$ cat config.mk
export PLATFORM = sky130hd
export DESIGN_NAME = acc_cpu
export DESIGN_NICKNAME = d
export VERILOG_FILES = /design/src/rtl/acc_cpu_pkg.sv /design/src/rtl/acc_cpu_agen.sv /design/src/rtl/acc_cpu_alu.sv /design/src/rtl/acc_cpu_fsm.sv /design/src/rtl/acc_cpu.sv
export SDC_FILE = /design/constraint.sdc
export NUM_CORES = 1
export LEC_CHECK = 0
export BUFFER_PORTS_ARGS = -buffer_cell sky130_fd_sc_hd__buf_2
export CAP_MARGIN = 20
export CORE_MARGIN = 5
export CORE_UTILIZATION = 33
export DETAILED_ROUTE_END_ITERATION = 12
export PLACE_DENSITY = 0.53
export SYNTH_ARGS = -nofsm -noshare
export SYNTH_HDL_FRONTEND = slang
export SYNTH_HIERARCHICAL = 1
export SYNTH_SLANG_ARGS = --single-unit
$ cat constraint.sdc
create_clock -name clk -period 4.44 [get_ports clk]
set_input_delay 0.444 -clock clk [delete_from_list [all_inputs] [get_ports clk]]
set_output_delay 0.444 -clock clk [all_outputs]
set_load 0.02 [all_outputs]
$ cat src/rtl/acc_cpu_pkg.sv
package acc_cpu_pkg;
  localparam int OP_W = 4;

  typedef enum logic [OP_W-1:0] {
    OP_HLT   = 4'd0,  OP_LOAD  = 4'd1,  OP_STORE = 4'd2,  OP_ADD  = 4'd3,
    OP_SUB   = 4'd4,  OP_SHL   = 4'd5,  OP_SHR   = 4'd6,  OP_JUMP = 4'd7,
    OP_JGE   = 4'd8,  OP_LDADR = 4'd9,  OP_STADR = 4'd10, OP_JZI  = 4'd11,
    OP_LDI   = 4'd12, OP_STI   = 4'd13, OP_INCI  = 4'd14, OP_NOP  = 4'd15
  } opcode_e;

  typedef enum logic [1:0] {S_FETCH, S_EXEC, S_MEM, S_HALT} cpu_state_e;

  // opcodes whose address field may be offset by IX
  function automatic logic op_indexed(opcode_e op);
    return op inside {OP_LOAD, OP_STORE, OP_ADD, OP_SUB, OP_JUMP, OP_JGE,
                      OP_LDADR, OP_STADR};
  endfunction

  // opcodes that need an operand read (third cycle)
  function automatic logic op_reads(opcode_e op);
    return op inside {OP_LOAD, OP_ADD, OP_SUB, OP_LDADR, OP_STADR, OP_LDI};
  endfunction
endpackage

$ cat src/rtl/acc_cpu_agen.sv
module acc_cpu_agen
  import acc_cpu_pkg::*;
#(
  parameter int ADDR_W = 11
) (
  input  opcode_e             op,
  input  logic                xbit,
  input  logic [ADDR_W-1:0]   field,
  input  logic [ADDR_W-1:0]   ix,
  output logic [ADDR_W-1:0]   ea
);
  // index offset only for the memory/jump group
  always_comb begin
    if (xbit && op_indexed(op)) ea = field + ix;
    else                        ea = field;
  end
endmodule

$ cat src/rtl/acc_cpu_alu.sv
module acc_cpu_alu
  import acc_cpu_pkg::*;
#(
  parameter int DATA_W = 16,
  parameter int ADDR_W = 11
) (
  input  opcode_e             op,
  input  logic [DATA_W-1:0]   acc,
  input  logic [DATA_W-1:0]   opnd,
  output logic [DATA_W-1:0]   res
);
  localparam int HI_W = DATA_W - ADDR_W;

  always_comb begin
    case (op)
      OP_LOAD:  res = opnd;
      OP_ADD:   res = acc + opnd;
      OP_SUB:   res = acc - opnd;
      OP_SHL:   res = {acc[DATA_W-2:0], 1'b0};
      OP_SHR:   res = {acc[DATA_W-1], acc[DATA_W-1:1]};
      OP_LDADR: res = {{HI_W{1'b0}}, opnd[ADDR_W-1:0]};
      default:  res = acc;
    endcase
  end
endmodule

$ cat src/rtl/acc_cpu_fsm.sv
module acc_cpu_fsm
  import acc_cpu_pkg::*;
(
  input  logic       clk,
  input  logic       rst,
  input  opcode_e    dec_op,
  output cpu_state_e state
);
  cpu_state_e nxt;

  always_comb begin
    nxt = state;
    case (state)
      S_FETCH: nxt = S_EXEC;
      S_EXEC: begin
        if (dec_op == OP_HLT)     nxt = S_HALT;
        else if (op_reads(dec_op)) nxt = S_MEM;
        else                       nxt = S_FETCH;
      end
      S_MEM:   nxt = S_FETCH;
      default: nxt = S_HALT;
    endcase
  end

  always_ff @(posedge clk) begin
    if (rst) state <= S_FETCH;
    else     state <= nxt;
  end

  // memory cycle is always followed by a fetch
  p_mem_then_fetch_r13: assert property (@(posedge clk) disable iff (rst)
    state == S_MEM |=> state == S_FETCH);
  // halt state is never left without reset
  p_halt_sticky_r12: assert property (@(posedge clk) disable iff (rst)
    state == S_HALT |=> state == S_HALT);
endmodule

$ cat src/rtl/acc_cpu.sv
module acc_cpu
  import acc_cpu_pkg::*;
#(
  parameter int DATA_W = 16,
  parameter int ADDR_W = 11
) (
  input  logic              clk,
  input  logic              rst,
  output logic [ADDR_W-1:0] mem_addr,
  output logic              mem_rd_en,
  output logic              mem_wr_en,
  output logic [DATA_W-1:0] mem_wdata,
  input  logic [DATA_W-1:0] mem_rdata,
  output logic              halted
);
  localparam int HI_W = DATA_W - ADDR_W;
  localparam logic [ADDR_W-1:0] A_ONE  = ADDR_W'(1);
  localparam logic [ADDR_W-1:0] A_ZERO = '0;

  cpu_state_e        st;
  opcode_e           dop, ir_op, alu_op;
  logic              xbit;
  logic [ADDR_W-1:0] fld, ea_c, ea_q;
  logic [ADDR_W-1:0] pc_q, ix_q;
  logic [DATA_W-1:0] ac_q, alu_res;
  logic              ac_we;

  assign dop  = opcode_e'(mem_rdata[DATA_W-1 -: OP_W]);
  assign xbit = mem_rdata[ADDR_W];
  assign fld  = mem_rdata[ADDR_W-1:0];

  acc_cpu_fsm u_fsm (.clk(clk), .rst(rst), .dec_op(dop), .state(st));

  acc_cpu_agen #(.ADDR_W(ADDR_W)) u_agen (
    .op(dop), .xbit(xbit), .field(fld), .ix(ix_q), .ea(ea_c));

  assign alu_op = (st == S_EXEC) ? dop : ir_op;

  acc_cpu_alu #(.DATA_W(DATA_W), .ADDR_W(ADDR_W)) u_alu (
    .op(alu_op), .acc(ac_q), .opnd(mem_rdata), .res(alu_res));

  assign ac_we = ((st == S_EXEC) && (dop inside {OP_SHL, OP_SHR})) ||
                 ((st == S_MEM) && (ir_op inside {OP_LOAD, OP_ADD, OP_SUB, OP_LDADR}));

  // memory port
  always_comb begin
    mem_rd_en = 1'b0;
    mem_wr_en = 1'b0;
    mem_addr  = pc_q;
    mem_wdata = ac_q;
    case (st)
      S_FETCH: mem_rd_en = 1'b1;
      S_EXEC: begin
        if (op_reads(dop)) begin
          mem_rd_en = 1'b1;
          mem_addr  = ea_c;
        end else if (dop == OP_STORE) begin
          mem_wr_en = 1'b1;
          mem_addr  = ea_c;
        end else if (dop == OP_STI) begin
          mem_wr_en = 1'b1;
          mem_addr  = fld;
          mem_wdata = {{HI_W{ix_q[ADDR_W-1]}}, ix_q};
        end
      end
      S_MEM: begin
        if (ir_op == OP_STADR) begin
          mem_wr_en = 1'b1;
          mem_addr  = ea_q;
          mem_wdata = {mem_rdata[DATA_W-1:ADDR_W], ac_q[ADDR_W-1:0]};
        end
      end
      default: ;
    endcase
  end

  // architectural registers
  always_ff @(posedge clk) begin
    if (rst) begin
      ac_q   <= '0;
      ix_q   <= '0;
      pc_q   <= '0;
      ea_q   <= '0;
      ir_op  <= OP_NOP;
      halted <= 1'b0;
    end else begin
      if (ac_we) ac_q <= alu_res;
      if (st == S_EXEC) begin
        ir_op <= dop;
        ea_q  <= ea_c;
        pc_q  <= pc_q + A_ONE;
        case (dop)
          OP_HLT: begin
            pc_q   <= pc_q;
            halted <= 1'b1;
          end
          OP_JUMP: pc_q <= ea_c;
          OP_JGE:  if (!ac_q[DATA_W-1]) pc_q <= ea_c;
          OP_JZI: begin
            if (ix_q == A_ZERO) pc_q <= fld;
            else                ix_q <= ix_q + A_ONE;
          end
          OP_INCI: ix_q <= ix_q + fld;
          default: ;
        endcase
      end
      if ((st == S_MEM) && (ir_op == OP_LDI)) ix_q <= mem_rdata[ADDR_W-1:0];
    end
  end

  // no bus traffic once halted
  p_halt_quiet_r12: assert property (@(posedge clk) disable iff (rst)
    halted |-> (!mem_rd_en && !mem_wr_en));
  // PC frozen after halt
  p_halt_pc_r12: assert property (@(posedge clk) disable iff (rst)
    halted |=> $stable(pc_q));
  // port never reads and writes together
  p_port_excl_r13: assert property (@(posedge clk) disable iff (rst)
    !(mem_rd_en && mem_wr_en));
  // the field write-back targets the word just read
  p_stadr_same_addr_r8: assert property (@(posedge clk) disable iff (rst)
    (mem_wr_en && st == S_MEM) |-> (mem_addr == $past(mem_addr)));
  // index increment leaves AC alone
  p_inci_ac_r11: assert property (@(posedge clk) disable iff (rst)
    (st == S_EXEC && dop == OP_INCI) |=> $stable(ac_q));
  // non-zero IX steps by one on the test-and-increment branch
  p_jzi_step_r9: assert property (@(posedge clk) disable iff (rst)
    (st == S_EXEC && dop == OP_JZI && ix_q != A_ZERO) |=> (ix_q == $past(ix_q) + A_ONE));
endmodule

==> summary.md <==
| Metric | Value |
|---|---|
| CTS buffer count | 5 |
| Clk pwr share | between 30% and 40% |
| Global Route met2 Usage | between 20% and 30% |
| Clock Skews | about 10 ps |
| Cells after Synth | slightly below 800 |
| Post-CTS sizing | 0 |
| Drt pass-1 iters | 8 |
| Clock buffer depth | 2 |
| Routed vias/inst | about 5.8 |
| Hold Crit Class | reg -> reg |
| Critical path required time | ~4600 ps |
| Worst R2R Setup Slack | ~500 ps |
| Number of synthesis warnings | 6 |
| Reg-to-Reg Start | u_fsm/state[1]$_SDFF_PP0_ |
| Critical path origin | u_fsm/state[1]$_SDFF_PP0_ |
| Clock Latency Late Sink | between 300 and 400 ps |
| R2r endpoint | ac_q[15]$_SDFFE_PP0P_ |
| Die Span Y | about 150 um |
| Number of library cell types mapped by synthesis | 80 |
| Comb power frac | 31.4% |
| Die area | around 0.022 sq mm |
| Number of port buffers | 47 |
| Initial antenna violation count | 0 |
| Die width | 146.7 um |
| Layer with the highest usage | met2 |
| CP Capture Type | flop |
| Final hold slack | 500.0 ps |
| Max VDD drop | 0.0001464 V |
| Slew @ Worst Pin | 1055 ps |
| Synth async-reset ratio | 0% |
| Critical path endpoint | ac_q[15]$_SDFFE_PP0P_ |
| Drt drc | 0 |
| Layout cell share with drive strength beyond 1 | 13.49% |
| H-tree Lvls | 2 |
| Vias in the first global route | 5641 |
| Routed WL per cell | a little under 20 um |
| Synth Net Count | approximately 840 |
| Post-Route WL | between 20000 and 25000 um |
| Startpoint Class | flop |
| Sw frac | between 30% and 40% |
| Initial core utilization | 33.19% |
| Post-Syn Area | roughly 0.006 sq mm |
| CP arrival | slightly above 4000 ps |
| P_int | slightly above 900 uW |
| Post-layout nets | a little under 900 |
| Synth Register Bits | 56 |
| Largest net degree at the start of global routing | 51 |
| Placer congestion estimate | between 0.8 and 0.9 |
| Setup violators final | 0 |
| Crit-path max FO | 14 |
| Initial DRC Count | roughly 580 |
| Slew Limit Fails | 0 |
| Run status | finished, final reports clean |
| Root buf cell | clkbuf_16 |
| Met1 usage | roughly a quarter |
| Core region area | around 0.019 sq mm |
| Ys flop type | dfxtp_1 |
| Global Route met3 Usage | under 10% |
| Fmax | 253.0 MHz |
| Fin. Hold Viols | 0 |
| Area Overhead vs Synth | 9.639% |
| Gr usage total | between 10% and 20% |
| Diodes inserted | 0 |
| Gr ovfl total | 0 |
| Hold-fix buffers at CTS | 0 |
| Critical path class | reg -> reg |
| Flop pwr share | roughly two fifths |
| Setup repair bufs after CTS | 0 |
| Period utilization | just under 90% |
| Leak | ~3 nW |
| DR vias | ~6000 |
| HPWL after DPL | approximately 14000 um |
| Seq/Total Area, Yosys | between 10% and 20% |
| Switch Pwr | roughly 510 uW |
| Clock sinks | 56 |
| I/O pins | between 40 and 50 |
| TNS Setup | 0 ps |
| Tmin final | 3952 ps |
| Rows | 50 |
| Slew HR | about 29% |
| Pwr dens | around 210 mW/mm^2 |
| Max-Cap Viols | 0 |
| Detail Route Antenna Nets | 0 |
| First-pass GRT wire length | ~32000 um |
| Number of flops mapped to enable cells by yosys | 0 |
| TritonCTS clock tree | done |
| RSZ-0062 raised after global routing | no |
| Worst-path clk slew | about 70 ps |
| Mean Syn Cell Area | 7.925 sq um |
| Register-to-Register Path Depth | 17 |
-- cells in the final DEF, fill, tap and decap left out, types with 18 or more instances in the layout --
cell type,synthesis,routed
a21oi_1,49,49
a22o_1,27,27
buf_2,14,47
buf_4,4,19
dfxtp_1,56,56
ha_1,40,40
inv_1,23,23
mux2i_1,39,39
nand2_1,57,57
nor2_1,76,76
o211ai_1,18,18
o21ai_0,40,40
xnor2_1,28,28
xor2_1,23,23
-- metrics by stage --
stage / area [sq um] / total power [mW] / std cells / setup slack, ps / util [%]
finish: 6760 / 1.431 / 1042 / 487.8 / 36.38
global route: 6760 / 1.505 / 1042 / 192.9 / 36.38
CTS: 6760 / 1.446 / 1042 / 550.0 / 36.38
detailed placement: 6614 / 1.005 / 1034 / 585.4 / 35.60
global placement: 6614 / 1.006 / 1034 / 654.9 / 35.60
floorplan: 6166 / 0.8712 / 778 / 664.0 / -
-- critical path, stage by stage, from the launching register on --
cell and delay, ps:
dfxtp_1 360, inv_1 100, ha_1 240, buf_4 230
mux2_2 480, nor3_1 240, buf_4 200, a31oi_1 70
xnor2_1 160, ha_1 340, a21oi_1 280, o22ai_1 160
a2111oi_0 370, a21oi_1 150, xnor2_1 180, o21ai_1 70
mux2i_1 150, nor2_1 50
-- power by group through the flow --
stage / logic (mW) / clock network, mW / registers, mW
floorplan: 0.319 / 0 / 0.552
global placement: 0.446 / 0 / 0.560
detailed placement: 0.445 / 0 / 0.560
CTS: 0.447 / 0.450 / 0.549
global route: 0.490 / 0.462 / 0.553
finish: 0.449 / 0.432 / 0.549
-- routing by layer --
layer	wire (um)	vias to the layer above	part of all wire [%]
met2	8927	187	45
met4	316	0	1.6
met5	0	-	0
met1	9613	2844	48
met3	1152	21	5.8
li1	-	3005	-
-- layout make-up --
| class | count | area (sq um) |
|---|---|---|
| Clock buffer | 8 | 146.4 |
| Timing Repair Buffer | 66 | 377.9 |
| Fill cell | 1935 | 11820 |
| Inverter | 23 | 86.33 |
| Multi-Input combinational cell | 655 | 4736 |
| Tap cell | 234 | 292.8 |
| Sequential cell | 56 | 1121 |
-- cells in the mapped netlist, types with 5 or more instances --
cell type	instances	area, sq um
buf_2	14	70.07
a221oi_1	7	61.31
a21oi_1	49	245.2
o21ai_0	40	200.2
nor3b_1	6	45.04
a222oi_1	13	130.1
nor3_1	18	90.09
o211a_1	6	60.06
a211oi_1	5	37.54
a221o_1	5	50.05
and2_1	14	87.58
nor4_1	6	37.54
nand3_1	7	35.03
a22oi_1	11	82.58
ha_1	40	500.5
a31oi_1	10	62.56
o31ai_1	5	37.54
a22o_1	27	236.5
mux2_2	11	123.9
o221ai_1	5	43.79
xnor2_1	28	245.2
xor2_1	23	201.4
nor2_1	76	285.3
nand2b_1	16	100.1
mux2i_1	39	390.4
dfxtp_1	56	1121
a311oi_1	8	70.07
and3_1	9	56.30
nand2_1	57	214.0
nor2b_1	8	50.05
o211ai_1	18	135.1
inv_1	23	86.33
clkbuf_1	21	78.83
a21o_1	13	97.59
-- cell families (layout without fill, tap and decap cells) --
logic type	Yosys count	count (layout)	share of synthesized area, %
fa+ha+maj	43	43	9.091
buf+inv	67	97	5.093
flops	56	56	18.18
compound gates	258	258	30.36
simple gates	250	250	21.02
mux	53	53	9.010
xor+xnor	51	51	7.244
-- flip-flops by register name (all words and copies together) (netlist names) --
register and flops:
ir_op 4, pc_q 11, u_fsm/state 2, ea_q 11, halted 1, ac_q 16
ix_q 11
-- worst min-delay path by stage --
stage | startpoint | to | slack, ps | cells after the start
final | ea_q[3]$_SDFFE_PP0P_ | ea_q[3]$_SDFFE_PP0P_ | 500 | 2
after global routing | halted$_SDFFE_PP0P_ | halted$_SDFFE_PP0P_ | 530 | 2
after CTS | halted$_SDFFE_PP0P_ | halted$_SDFFE_PP0P_ | 500 | 2
after detailed placement | halted$_SDFFE_PP0P_ | halted$_SDFFE_PP0P_ | 470 | 2
after global placement | halted$_SDFFE_PP0P_ | halted$_SDFFE_PP0P_ | 470 | 2
after floorplan | ea_q[2]$_SDFFE_PP0P_ | ea_q[2]$_SDFFE_PP0P_ | 460 | 2
No activity file was read; power rests on OpenSTA's default activity.
